### src/rtl/sfe_pkg.sv
package sfe_pkg;

    localparam logic [7:0] OPC_READ  = 8'h03;
    localparam logic [7:0] OPC_WRITE = 8'h02;
    localparam logic [7:0] OPC_STAT  = 8'h05;
    localparam logic [7:0] OPC_RBEN  = 8'h0B;
    localparam logic [7:0] OPC_ERASE = 8'h0C;

    typedef enum logic [3:0] {
        ST_OPCODE,
        ST_OPC_PAR,
        ST_ADDR,
        ST_ADDR_PAR,
        ST_DATA,
        ST_DATA_PAR,
        ST_SHIFT_OUT,
        ST_RDY_BUSY,
        ST_HOLD
    } fe_state_t;

    typedef enum logic [2:0] {
        CMD_NONE,
        CMD_READ,
        CMD_WRITE,
        CMD_STAT,
        CMD_RBEN,
        CMD_ERASE
    } fe_cmd_t;

    function automatic fe_cmd_t decode_cmd(input logic [7:0] code);
        fe_cmd_t c;
        unique case (code)
            OPC_READ:  c = CMD_READ;
            OPC_WRITE: c = CMD_WRITE;
            OPC_STAT:  c = CMD_STAT;
            OPC_RBEN:  c = CMD_RBEN;
            OPC_ERASE: c = CMD_ERASE;
            default:   c = CMD_NONE;
        endcase
        return c;
    endfunction

endpackage

### src/rtl/sfe_busy_timer.sv
module sfe_busy_timer #(
    parameter int BUSY_CYCLES = 64
) (
    input  logic clk,
    input  logic rst_n,
    input  logic start_i,
    output logic busy_o
);
    localparam int BW = $clog2(BUSY_CYCLES + 1);

    logic [BW-1:0] remain;

    always_ff @(posedge clk or negedge rst_n) begin
        if (!rst_n) begin
            remain <= '0;
        end else if (start_i) begin
            remain <= BW'(BUSY_CYCLES);
        end else if (remain != '0) begin
            remain <= remain - BW'(1);
        end
    end

    assign busy_o = (remain != '0);

    // a started cycle is busy on the following edge
    assert_busy_follows_start_R7: assert property (
        @(posedge clk) disable iff (!rst_n) start_i |=> busy_o);

endmodule

### src/rtl/sfe_cell_array.sv
module sfe_cell_array #(
    parameter int ADDR_W = 4,
    parameter int DATA_W = 8
) (
    input  logic              clk,
    input  logic              rst_n,
    input  logic              we_i,
    input  logic [ADDR_W-1:0] waddr_i,
    input  logic [DATA_W-1:0] wdata_i,
    input  logic [ADDR_W-1:0] raddr_i,
    output logic [DATA_W-1:0] rdata_o
);
    localparam int DEPTH = 1 << ADDR_W;

    logic [DATA_W-1:0] cells [DEPTH];

    for (genvar g = 0; g < DEPTH; g++) begin : g_cell
        always_ff @(posedge clk or negedge rst_n) begin
            if (!rst_n) begin
                cells[g] <= '0;
            end else if (we_i && (waddr_i == ADDR_W'(g))) begin
                cells[g] <= wdata_i;
            end
        end
    end

    assign rdata_o = cells[raddr_i];

endmodule

### src/rtl/sfe_out_stage.sv
module sfe_out_stage #(
    parameter int OUT_W = 8
) (
    input  logic             clk,
    input  logic             rst_n,
    input  logic             load_i,
    input  logic [OUT_W-1:0] word_i,
    input  logic             advance_i,
    input  logic             send_i,
    input  logic             rb_i,
    input  logic             ready_i,
    output logic             oe_o,
    output logic             bit_o
);
    logic [OUT_W-1:0] obuf;

    always_ff @(posedge clk or negedge rst_n) begin
        if (!rst_n) begin
            obuf <= '0;
        end else if (load_i) begin
            obuf <= word_i;
        end else if (advance_i) begin
            obuf <= {obuf[OUT_W-2:0], 1'b0};
        end
    end

    // output pins move on the falling edge, half a period ahead of sampling
    always_ff @(negedge clk or negedge rst_n) begin
        if (!rst_n) begin
            oe_o  <= 1'b0;
            bit_o <= 1'b0;
        end else begin
            oe_o  <= send_i | rb_i;
            bit_o <= send_i ? obuf[OUT_W-1] : ready_i;
        end
    end

endmodule

### src/rtl/sercmd_frontend.sv
module sercmd_frontend
    import sfe_pkg::*;
#(
    parameter int ADDR_W      = 4,
    parameter int DATA_W      = 8,
    parameter int BUSY_CYCLES = 64
) (
    input  logic clk,
    input  logic rst_n,
    input  logic cs,
    input  logic sdi,
    input  logic par_en,
    output logic sdo,
    output logic sdo_oe,
    output logic err_low
);
    localparam int OUT_W = (DATA_W > 8) ? DATA_W : 8;
    localparam int SH_W  = (ADDR_W > OUT_W) ? ADDR_W : OUT_W;
    localparam int CNT_W = $clog2(SH_W + 1);

    fe_state_t         state, state_n;
    fe_cmd_t           cmd_q, cmd_n, cmd_dec;
    logic [CNT_W-1:0]  cnt, cnt_n, olen_q, olen_n;
    logic [SH_W-1:0]   shreg, sh_next;
    logic [ADDR_W-1:0] addr_q, addr_n, addr_sel, wr_addr;
    logic [DATA_W-1:0] wr_data, rd_data, data_sel;
    logic [OUT_W-1:0]  out_word;
    logic [7:0]        op_val;
    logic              err_q, rb_en_q, busy;
    logic              set_err, rb_set, mem_we, busy_start, out_load, out_adv;
    logic              act_opc, act_addr, act_data, shift_en;
    logic              we_g, start_g, load_g, oe_raw, bit_raw;

    assign sh_next  = {shreg[SH_W-2:0], sdi};
    assign shift_en = (state == ST_OPCODE) || (state == ST_ADDR) || (state == ST_DATA);
    assign op_val   = (state == ST_OPCODE) ? sh_next[7:0] : shreg[7:0];
    assign cmd_dec  = decode_cmd(op_val);
    assign addr_sel = (state == ST_ADDR) ? sh_next[ADDR_W-1:0] : addr_q;
    assign data_sel = (state == ST_DATA) ? sh_next[DATA_W-1:0] : shreg[DATA_W-1:0];

    always_comb begin
        state_n    = state;
        cnt_n      = cnt + CNT_W'(1);
        cmd_n      = cmd_q;
        addr_n     = addr_q;
        olen_n     = olen_q;
        set_err    = 1'b0;
        rb_set     = 1'b0;
        mem_we     = 1'b0;
        busy_start = 1'b0;
        out_load   = 1'b0;
        out_adv    = 1'b0;
        out_word   = '0;
        wr_addr    = addr_q;
        wr_data    = '0;
        act_opc    = 1'b0;
        act_addr   = 1'b0;
        act_data   = 1'b0;

        unique case (state)
            ST_OPCODE: begin
                if (cnt == CNT_W'(7)) begin
                    if (par_en) state_n = ST_OPC_PAR;
                    else        act_opc = 1'b1;
                end
            end
            ST_OPC_PAR: begin
                if (^shreg[7:0] ^ sdi) set_err = 1'b1;
                else                   act_opc = 1'b1;
            end
            ST_ADDR: begin
                if (cnt == CNT_W'(ADDR_W - 1)) begin
                    addr_n = sh_next[ADDR_W-1:0];
                    if (par_en) state_n  = ST_ADDR_PAR;
                    else        act_addr = 1'b1;
                end
            end
            ST_ADDR_PAR: begin
                if (^addr_q ^ sdi) set_err  = 1'b1;
                else               act_addr = 1'b1;
            end
            ST_DATA: begin
                if (cnt == CNT_W'(DATA_W - 1)) begin
                    if (par_en) state_n  = ST_DATA_PAR;
                    else        act_data = 1'b1;
                end
            end
            ST_DATA_PAR: begin
                if (^shreg[DATA_W-1:0] ^ sdi) set_err  = 1'b1;
                else                          act_data = 1'b1;
            end
            ST_SHIFT_OUT: begin
                out_adv = 1'b1;
                if (cnt == olen_q - CNT_W'(1)) state_n = ST_HOLD;
            end
            ST_RDY_BUSY, ST_HOLD: cnt_n = cnt;
        endcase

        if (act_opc) begin
            cmd_n = cmd_dec;
            unique case (cmd_dec)
                CMD_NONE: set_err = 1'b1;
                CMD_STAT: begin
                    if (busy) begin
                        out_load = 1'b1;
                        out_word = OUT_W'({1'b1, rb_en_q, 6'b0}) << (OUT_W - 8);
                        olen_n   = CNT_W'(8);
                        state_n  = ST_SHIFT_OUT;
                    end else begin
                        state_n  = ST_HOLD;
                    end
                end
                CMD_RBEN: begin
                    rb_set  = !busy;
                    state_n = ST_HOLD;
                end
                default: state_n = busy ? ST_HOLD : ST_ADDR;
            endcase
        end

        if (act_addr) begin
            unique case (cmd_q)
                CMD_READ: begin
                    out_load = 1'b1;
                    out_word = OUT_W'(rd_data) << (OUT_W - DATA_W);
                    olen_n   = CNT_W'(DATA_W);
                    state_n  = ST_SHIFT_OUT;
                end
                CMD_WRITE: state_n = ST_DATA;
                CMD_ERASE: begin
                    mem_we     = 1'b1;
                    wr_addr    = addr_sel;
                    wr_data    = '1;
                    busy_start = 1'b1;
                    state_n    = ST_RDY_BUSY;
                end
                default: state_n = ST_HOLD;
            endcase
        end

        if (act_data) begin
            mem_we     = 1'b1;
            wr_data    = data_sel;
            busy_start = 1'b1;
            state_n    = ST_RDY_BUSY;
        end

        if (set_err) state_n = ST_HOLD;
        if (state_n != state) cnt_n = '0;
    end

    // state register
    always_ff @(posedge clk or negedge rst_n) begin
        if (!rst_n)   state <= ST_OPCODE;
        else if (!cs) state <= ST_OPCODE;
        else          state <= state_n;
    end

    // frame datapath and flags
    always_ff @(posedge clk or negedge rst_n) begin
        if (!rst_n) begin
            cnt     <= '0;
            cmd_q   <= CMD_NONE;
            addr_q  <= '0;
            olen_q  <= '0;
            shreg   <= '0;
            err_q   <= 1'b0;
            rb_en_q <= 1'b0;
        end else if (!cs) begin
            cnt   <= '0;
            err_q <= 1'b0;
        end else begin
            cnt    <= cnt_n;
            cmd_q  <= cmd_n;
            addr_q <= addr_n;
            olen_q <= olen_n;
            if (shift_en) shreg   <= sh_next;
            if (set_err)  err_q   <= 1'b1;
            if (rb_set)   rb_en_q <= 1'b1;
        end
    end

    assign we_g    = mem_we & cs;
    assign start_g = busy_start & cs;
    assign load_g  = out_load & cs;

    sfe_cell_array #(.ADDR_W(ADDR_W), .DATA_W(DATA_W)) u_cells (
        .clk(clk), .rst_n(rst_n), .we_i(we_g), .waddr_i(wr_addr),
        .wdata_i(wr_data), .raddr_i(addr_sel), .rdata_o(rd_data)
    );

    sfe_busy_timer #(.BUSY_CYCLES(BUSY_CYCLES)) u_timer (
        .clk(clk), .rst_n(rst_n), .start_i(start_g), .busy_o(busy)
    );

    sfe_out_stage #(.OUT_W(OUT_W)) u_out (
        .clk(clk), .rst_n(rst_n), .load_i(load_g), .word_i(out_word),
        .advance_i(out_adv), .send_i(state == ST_SHIFT_OUT),
        .rb_i((state == ST_RDY_BUSY) && rb_en_q), .ready_i(!busy),
        .oe_o(oe_raw), .bit_o(bit_raw)
    );

    assign sdo     = bit_raw;
    assign sdo_oe  = oe_raw & cs & !err_q;
    assign err_low = err_q;

    // an edge with chip select low clears the error
    assert_cs_low_clears_err_R4: assert property (
        @(posedge clk) disable iff (!rst_n) !cs |=> !err_q);

    // the error holds while chip select stays high
    assert_err_sticky_R4: assert property (
        @(posedge clk) disable iff (!rst_n) (err_q && cs) |=> err_q);

    // the array is never written during a busy cycle
    assert_no_store_while_busy_R8: assert property (
        @(posedge clk) disable iff (!rst_n) we_g |-> !busy);

    // no shifting out once an error is latched
    assert_shift_out_clean_R5: assert property (
        @(posedge clk) disable iff (!rst_n) (state == ST_SHIFT_OUT) |-> !err_q);

endmodule

### config.mk
export PLATFORM = sky130hd
export DESIGN_NAME = sercmd_frontend
export DESIGN_NICKNAME = d
export VERILOG_FILES = /design/src/rtl/sfe_pkg.sv /design/src/rtl/sfe_busy_timer.sv /design/src/rtl/sfe_cell_array.sv /design/src/rtl/sfe_out_stage.sv /design/src/rtl/sercmd_frontend.sv
export SDC_FILE = /design/constraint.sdc
export NUM_CORES = 1
export LEC_CHECK = 0
export ABC_CLOCK_PERIOD_IN_PS = 4100
export BUFFER_PORTS_ARGS = -buffer_cell sky130_fd_sc_hd__buf_2
export CAP_MARGIN = 10
export CELL_PAD_IN_SITES_DETAIL_PLACEMENT = 1
export CELL_PAD_IN_SITES_GLOBAL_PLACEMENT = 2
export CORE_MARGIN = 2
export CORE_UTILIZATION = 43
export DETAILED_ROUTE_END_ITERATION = 10
export PLACE_DENSITY = 0.8
export SETUP_SLACK_MARGIN = 0.02
export SYNTH_ARGS = -nofsm -noshare
export SYNTH_HDL_FRONTEND = slang
export SYNTH_SLANG_ARGS = --single-unit
### constraint.sdc
create_clock -name clk -period 4.1 [get_ports clk]
set_input_delay 0 -clock clk [delete_from_list [all_inputs] [get_ports clk]]
set_output_delay 0 -clock clk [all_outputs]
set_load 0.005 [all_outputs]
==> flow_metrics.env, run 1 <==
export IMPL_area_growth_pct=11.3
export IMPL_ant_nets=0
export IMPL_insertion_delay_ns=0.44
export IMPL_clock_path_buffers=2
export IMPL_syn_area_mm2=0.00916
export IMPL_final_fill_count=2271
export IMPL_place_gp_congestion=0.852
export IMPL_totalWireLength_mm=25.8
export IMPL_clock_sinks=174
export IMPL_crit_chain="or4b_1 > nor4_4 > o31a_1 > nand3_1 > o21ai_0 > nor2b_1 > nand2_1 > mux2_2"
export IMPL_pre_cts_slack_ns=0.405
export IMPL_synth_enable_flop_cells=0
export IMPL_cts_buffers=17
export IMPL_hold_end="shreg[0]"
export IMPL_yosysSeqAreaShare=0.475
export IMPL_ys_warnings_count=0
export IMPL_cts_hold_buf=3
export IMPL_vias_per_cell=5.86
export IMPL_syn_inst=858
export IMPL_cp_max_fo=19
export IMPL_diodes=0
export IMPL_dieHeight_um=150
export IMPL_grt_antenna_before_repair=0
export IMPL_r2r_cells=8
export IMPL_rsz0062_at_grt="no"
export IMPL_worst_setup_path_type="register to register"
export IMPL_worstPathRequired_ns=4.43
export IMPL_ys_types=77
export IMPL_drive_gt1_frac=0.261
export IMPL_endpoint_kind="register"
export IMPL_track_usage=0.246
export IMPL_num_vias=6772
export IMPL_nets=875
export IMPL_synthTopCellsByArea="dfrtp_1 (47%), mux2_2 (15%), nand2_1 (6.8%), mux2i_1 (1.9%), nand3_1 (1.7%)"
export IMPL_finalSetupViolations=0
export IMPL_max_stage_delay_ns=0.82
export IMPL_power_density_mw_per_mm2=374
export IMPL_r2r_start="state[0]"
export IMPL_rr_endpoint="u_cells.cells[44]"
export IMPL_ios=8
export IMPL_drtIter0Drc=370
export IMPL_die_w_um=150
export IMPL_cts_tree="done"
export IMPL_dr_pass1_iters=5
export IMPL_holdPathStages=2
export IMPL_setup_tns_ns=0
export IMPL_tightest_slew_ns=0.923
export IMPL_startpoint_type="register"
export IMPL_critPathSlowestCell="or4b_1"
export IMPL_grt_pass1_wl_mm=41.5
export IMPL_drc=0
export IMPL_ys_flop_type="dfrtp_1"
export IMPL_finalPower_mw=3.81
export IMPL_relSlewSlack=0.380
export IMPL_ir_worst_vdd_mv=0.229
export IMPL_start_util=0.437
export IMPL_finalCriticalPeriod_ns=3.77
export IMPL_core_area_mm2=0.0210
export IMPL_ys_seq_elements=174
export IMPL_hp_start="sdi"
export IMPL_htreeDepth=4
export IMPL_die_area_mm2=0.0225
export IMPL_rows=53
export IMPL_r2r_slack_ns=0.33
export IMPL_hold_viol_final=0
export IMPL_cts_resized=0
export IMPL_cts_setup_buffers=0
export IMPL_final_period_utilization=0.919
export IMPL_clk_pin_slew_ns=0.07
export IMPL_max_freq_mhz=265
export IMPL_overflow=0
export IMPL_hold_class="input pin to register"
export IMPL_crit_arrival_ns=4.10
export IMPL_place_hpwl_mm=17.8
export IMPL_yosysTopAreaCell="dfrtp_1"
export IMPL_crit_path_start="state[0]"
export IMPL_routedWlPerCell_um=22.4
export IMPL_yosysTopAreaCellShare=0.470
export IMPL_grt_pass1_vias=7267
export IMPL_worst_slack_ns=0.333
export IMPL_maxCapViolCount=0
export IMPL_fin_skew_ns=0.0308
export IMPL_port_buffers=7
export IMPL_synth_nets=866
export IMPL_hold_worst_slack_ns=0.0435
export IMPL_syn_avg_cell_area_um2=10.7
export IMPL_status="completed"
export IMPL_slew_violations=0
export IMPL_p_leak_nw=4.66
export IMPL_grt_max_degree=75
export IMPL_cts_root_buf="clkbuf_16"
export IMPL_postSynth_asyncResetShare=1.00
-- layout by cell type (no fill, tap or decap), types with 4 or more instances in the layout --
cell / instances
and3_1: 21
buf_4: 34
and2_1: 5
nor4b_1: 5
a21oi_1: 4
mux2_1: 11
mux2_2: 126
mux2i_1: 15
nand2b_1: 11
nand2_2: 5
nand3_1: 32
inv_1: 8
o21ai_0: 21
a311oi_1: 18
o2bb2ai_1: 4
nor3_1: 13
mux2_4: 8
nor2b_1: 6
a32oi_1: 5
buf_2: 6
clkinv_4: 4
a31oi_1: 17
xor2_1: 6
clkbuf_16: 17
nand2_1: 167
nor2_1: 28
xnor2_1: 11
dfrtp_1: 172
xnor3_1: 4
-- worst max-delay path: cells and delay by family (launching register included) --
| kind | cells | cell delay, ns |
|---|---|---|
| and+or+nand+nor | 5 | 1.93 |
| AOI/OAI and AO/OA | 2 | 0.76 |
| DFF | 1 | 0.59 |
| muxes | 1 | 0.36 |
-- Yosys cell counts, types with 4 or more instances --
cell         n
o21ai_0     21
a32oi_1      5
buf_2       18
clkbuf_1    28
xnor3_1      4
nand3_1     32
nand2b_1    11
a21oi_1      4
xor2_1       6
dfrtp_1    172
nor3_1      13
inv_1        8
nor2_1      28
a31oi_1     17
and3_1      21
mux2_2     126
nor4b_1      5
mux2_4       8
o2bb2ai_1    4
mux2_1      11
a311oi_1    18
buf_1        4
and2_1       5
nand2_2      5
mux2i_1     17
nand2_1    167
xnor2_1     11
nor2b_1      6
-- cell families after synthesis --
kind of cell,after synthesis,share of synthesized area
xor+xnor,21,0.0261
mux,162,0.200
compound gates,111,0.0920
buf+inv,62,0.0299
flops,174,0.475
fa+ha+maj,3,0.00410
simple gates,325,0.173
-- cell type report --
class | count | area (um^2) | area share
Clock buffer | 19 | 453 | 0.0444
Clock inverter | 13 | 134 | 0.0131
Inverter | 8 | 30.0 | 0.00294
Multi-Input combinational cell | 622 | 4550 | 0.446
Sequential cell | 174 | 4350 | 0.427
Tap cell | 275 | 344 | 0.0337
Timing Repair Buffer | 44 | 337 | 0.0330
-- routing by layer --
layer / GRT usage / vias up / wire (um)
met4: 0.0887 / 0 / 665
met5: 0 / - / 0
met2: 0.412 / 123 / 12800
li1: - / 3100 / -
met1: 0.314 / 3513 / 11400
met3: 0.0518 / 36 / 962
-- sequential cells by signal, indices dropped and copies added, names as in the netlist --
register,cells
addr_q,4
err_low,1
u_timer.remain,7
cmd_q,3
u_out.oe_o,1
u_cells.cells,128
rb_en_q,1
shreg,8
u_out.bit_o,1
u_out.obuf,8
cnt,4
state,4
olen_q,4
-- how the worst max path moves through the flow --
stage / depth (start not counted) / slack [ns] / to
global placement: 8 / 0.53 / u_cells.cells[43]
CTS: 8 / 0.36 / u_cells.cells[44]
detailed placement: 7 / 0.40 / u_cells.cells[16]
floorplan: 6 / 0.39 / u_out.bit_o
global route: 7 / 0.12 / u_cells.cells[19]
finish: 8 / 0.33 / u_cells.cells[44]
-- through the flow --
step,instances,cell area (um^2),utilization
after global placement,1120,9580,0.457
after detailed placement,1120,9580,0.457
after floorplan,858,9160,-
after global routing,1155,10200,0.487
final,1155,10200,0.487
after CTS,1155,10200,0.487
-- report_power, final --
group	internal, mW	switching [mW]	leakage (nW)
clock network	0.883	0.740	0.293
registers	1.78	0.0851	2.36
logic	0.160	0.168	2.01
total	2.82	0.993	4.66
Note: power is estimated with default switching activity, not from simulation.
==> run 2: changes to the inputs <==
--- a/config.mk
+++ b/config.mk
@@ -5,15 +5,17 @@
 export SDC_FILE = /design/constraint.sdc
 export NUM_CORES = 1
 export LEC_CHECK = 0
-export ABC_CLOCK_PERIOD_IN_PS = 4100
+export ABC_AREA = 1
+export ABC_CLOCK_PERIOD_IN_PS = 3600
 export BUFFER_PORTS_ARGS = -buffer_cell sky130_fd_sc_hd__buf_2
 export CAP_MARGIN = 10
 export CELL_PAD_IN_SITES_DETAIL_PLACEMENT = 1
 export CELL_PAD_IN_SITES_GLOBAL_PLACEMENT = 2
 export CORE_MARGIN = 2
-export CORE_UTILIZATION = 43
+export CORE_UTILIZATION = 38
+export CTS_BUF_LIST = sky130_fd_sc_hd__clkbuf_8 sky130_fd_sc_hd__clkbuf_16
 export DETAILED_ROUTE_END_ITERATION = 10
-export PLACE_DENSITY = 0.8
+export PLACE_DENSITY = 0.79
 export SETUP_SLACK_MARGIN = 0.02
 export SYNTH_ARGS = -nofsm -noshare
 export SYNTH_HDL_FRONTEND = slang
==> constraint.sdc (replaced) <==
create_clock -name clk -period 3.6 [get_ports clk]
set_input_delay 0 -clock clk [delete_from_list [all_inputs] [get_ports clk]]
set_output_delay 0 -clock clk [all_outputs]
set_load 0.005 [all_outputs]
==> flow_metrics.env, run 2 <==
export IMPL_cts_buffers=17
export IMPL_worst_slack_ns=0.381
export IMPL_start_util=0.389
export IMPL_finalPower_mw=4.20
export IMPL_final_common_cell="nand2_1"
export IMPL_synth_xor_area_frac=0.0129
export IMPL_postSynth_asyncResetShare=1.00
export IMPL_grt_pass1_vias=7720
export IMPL_clock_path_buffers=2
export IMPL_synth_top_family_by_area="simple AND/OR/NAND/NOR gates"
export IMPL_slew_violations=0
export IMPL_drive_gt1_frac=0.109
export IMPL_ys_seq_elements=174
export IMPL_cp_max_fo=11
export IMPL_crit_arrival_ns=1.84
export IMPL_synthSimpleGateAreaFrac=0.289
export IMPL_synth_compound_area_frac=0.144
export IMPL_cts_resized=0
export IMPL_routedWlPerCell_um=18.1
export IMPL_drc=0
export IMPL_p_leak_nw=4.37
export IMPL_place_hpwl_mm=17.5
export IMPL_grt_pass1_wl_mm=43.2
export IMPL_cts_root_buf="clkbuf_16"
export IMPL_vias_per_cell=5.18
export IMPL_track_usage=0.229
export IMPL_fin_skew_ns=0.0291
export IMPL_yosysTopAreaCellShare=0.486
export IMPL_final_cell_mix="nand2_1 (368), dfrtp_1 (172), o21ai_1 (116)"
export IMPL_finalSetupViolations=0
export IMPL_largest_register="u_cells.cells"
export IMPL_area_growth_pct=10.9
export IMPL_grt_max_degree=65
export IMPL_nets=1147
export IMPL_ys_warnings_count=0
export IMPL_largest_reg_flops=128
export IMPL_worst_setup_path_type="register to register"
export IMPL_die_w_um=157
export IMPL_grt_antenna_before_repair=0
export IMPL_clock_sinks=174
export IMPL_drtIter0Drc=487
export IMPL_worstPathRequired_ns=2.22
export IMPL_synth_common_cells="nand2_1 (368), dfrtp_1 (172), o21ai_1 (116)"
export IMPL_hold_class="input pin to async pin"
export IMPL_ys_types=43
export IMPL_syn_avg_cell_area_um2=7.79
export IMPL_design_area_mm2=0.00983
export IMPL_relSlewSlack=0.500
export IMPL_synth_nets=1146
export IMPL_place_gp_congestion=0.891
export IMPL_ir_worst_vdd_mv=0.233
export IMPL_cts_tree="done"
export IMPL_yosysSeqAreaShare=0.491
export IMPL_hold_viol_final=0
export IMPL_synth_most_common_cell="nand2_1"
export IMPL_final_fill_count=2813
export IMPL_overflow=0
export IMPL_diodes=0
export IMPL_num_vias=7580
export IMPL_port_buffers=7
export IMPL_maxCapViolCount=0
export IMPL_core_area_mm2=0.0228
export IMPL_ys_flop_type="dfrtp_1"
export IMPL_endpoint_kind="register"
export IMPL_insertion_delay_ns=0.44
export IMPL_startpoint_type="register"
export IMPL_largestRegisters="u_cells.cells (128), shreg (8), u_out.obuf (8)"
export IMPL_syn_inst=1138
export IMPL_yosysTopAreaCell="dfrtp_1"
export IMPL_dpl_cell_area_mm2=0.00927
export IMPL_synthTopCellsByArea="dfrtp_1 (49%), nand2_1 (16%), o21ai_1 (6.6%), nand3_1 (6.5%), o21ai_0 (4.3%)"
export IMPL_totalWireLength_mm=26.4
export IMPL_clk_pin_slew_ns=0.08
export IMPL_tightest_slew_ns=0.749
export IMPL_status="completed"
export IMPL_rsz0062_at_grt="no"
export IMPL_die_area_mm2=0.0246
export IMPL_setup_tns_ns=0
export IMPL_synth_fa_ha_area_frac=0.00424
export IMPL_r2r_cells=7
export IMPL_dr_pass1_iters=5
export IMPL_ios=8
export IMPL_dieHeight_um=157
export IMPL_htreeDepth=4
export IMPL_synth_enable_flop_cells=0
export IMPL_ant_nets=0
export IMPL_pre_cts_slack_ns=0.450
export IMPL_hold_worst_slack_ns=0.0228
export IMPL_power_density_mw_per_mm2=427
export IMPL_rows=55
export IMPL_synthMuxAreaShare=0.00113
export IMPL_syn_area_mm2=0.00886
run 2: cell count changes in the layout (fill, tap and decap cells not counted), moves of 43 or more:
cell     delta
o21ai_1   +115
nand3_1    +83
mux2_2    -126
nand2_1   +201
nor2_1     +43
o21ai_0    +53
inv_1      +44
run 2: timing repair:
action,CTS,global route
buffers inserted,0,0
endpoints found under the hold margin,34,0
hold buffers,2,0
run 2: power by group:
part           internal [mW]  total [mW]  switching (mW)
clock                  0.895        1.77           0.872
sequential              2.03        2.09          0.0654
combinational          0.119       0.341           0.223
total                   3.04        4.20            1.16
run 2: cell type report:
class,count,area (um^2),area share
multi-input combinational,850,4020,0.409
timing repair buffer,33,279,0.0284
inverter,63,246,0.0251
sequential,174,4350,0.443
clock buffer,17,425,0.0433
tap,313,392,0.0399
clock inverter,14,110,0.0112
run 2: layer usage:
layer	vias to the layer above	share of wire	track usage
li1	3745	-	-
met1	3742	0.51	0.329
met2	68	0.46	0.366
met3	25	0.020	0.0294
met4	0	0.014	0.0603
met5	-	0	0
run 2: cell families after synthesis:
family / count (synthesis)
compound gates: 234
xor+xnor: 13
fa+ha+maj: 3
buf+inv: 114
flops: 174
mux: 1
simple gates: 599
run 2: worst max-delay path, stage by stage (launching register included):
cell,delay (ns)
dfrtp_1,0.47
inv_2,0.12
nor2_4,0.12
nand2_1,0.07
nor2_1,0.20
inv_1,0.09
buf_4,0.18
o21ai_0,0.15
run 2: final timing paths:
check / from / end / slack, ns
setup / recovery: state[1] / u_out.bit_o / 0.38
hold / removal: rst_n / u_cells.cells[33] / 0.02
setup reg to reg: state[1] / u_out.bit_o / 0.38
hold reg to reg: u_cells.cells[78] / u_cells.cells[78] / 0.48
max in group asynchronous: rst_n / u_out.bit_o / 1.56
min in group clk: sdi / shreg[0] / 0.06
run 2: through the flow:
| stage | cells | util |
|---|---|---|
| after floorplan | 1138 | - |
| after global placement | 1431 | 0.407 |
| after detailed placement | 1431 | 0.407 |
| after CTS | 1464 | 0.431 |
| after global routing | 1464 | 0.431 |
| final | 1464 | 0.431 |
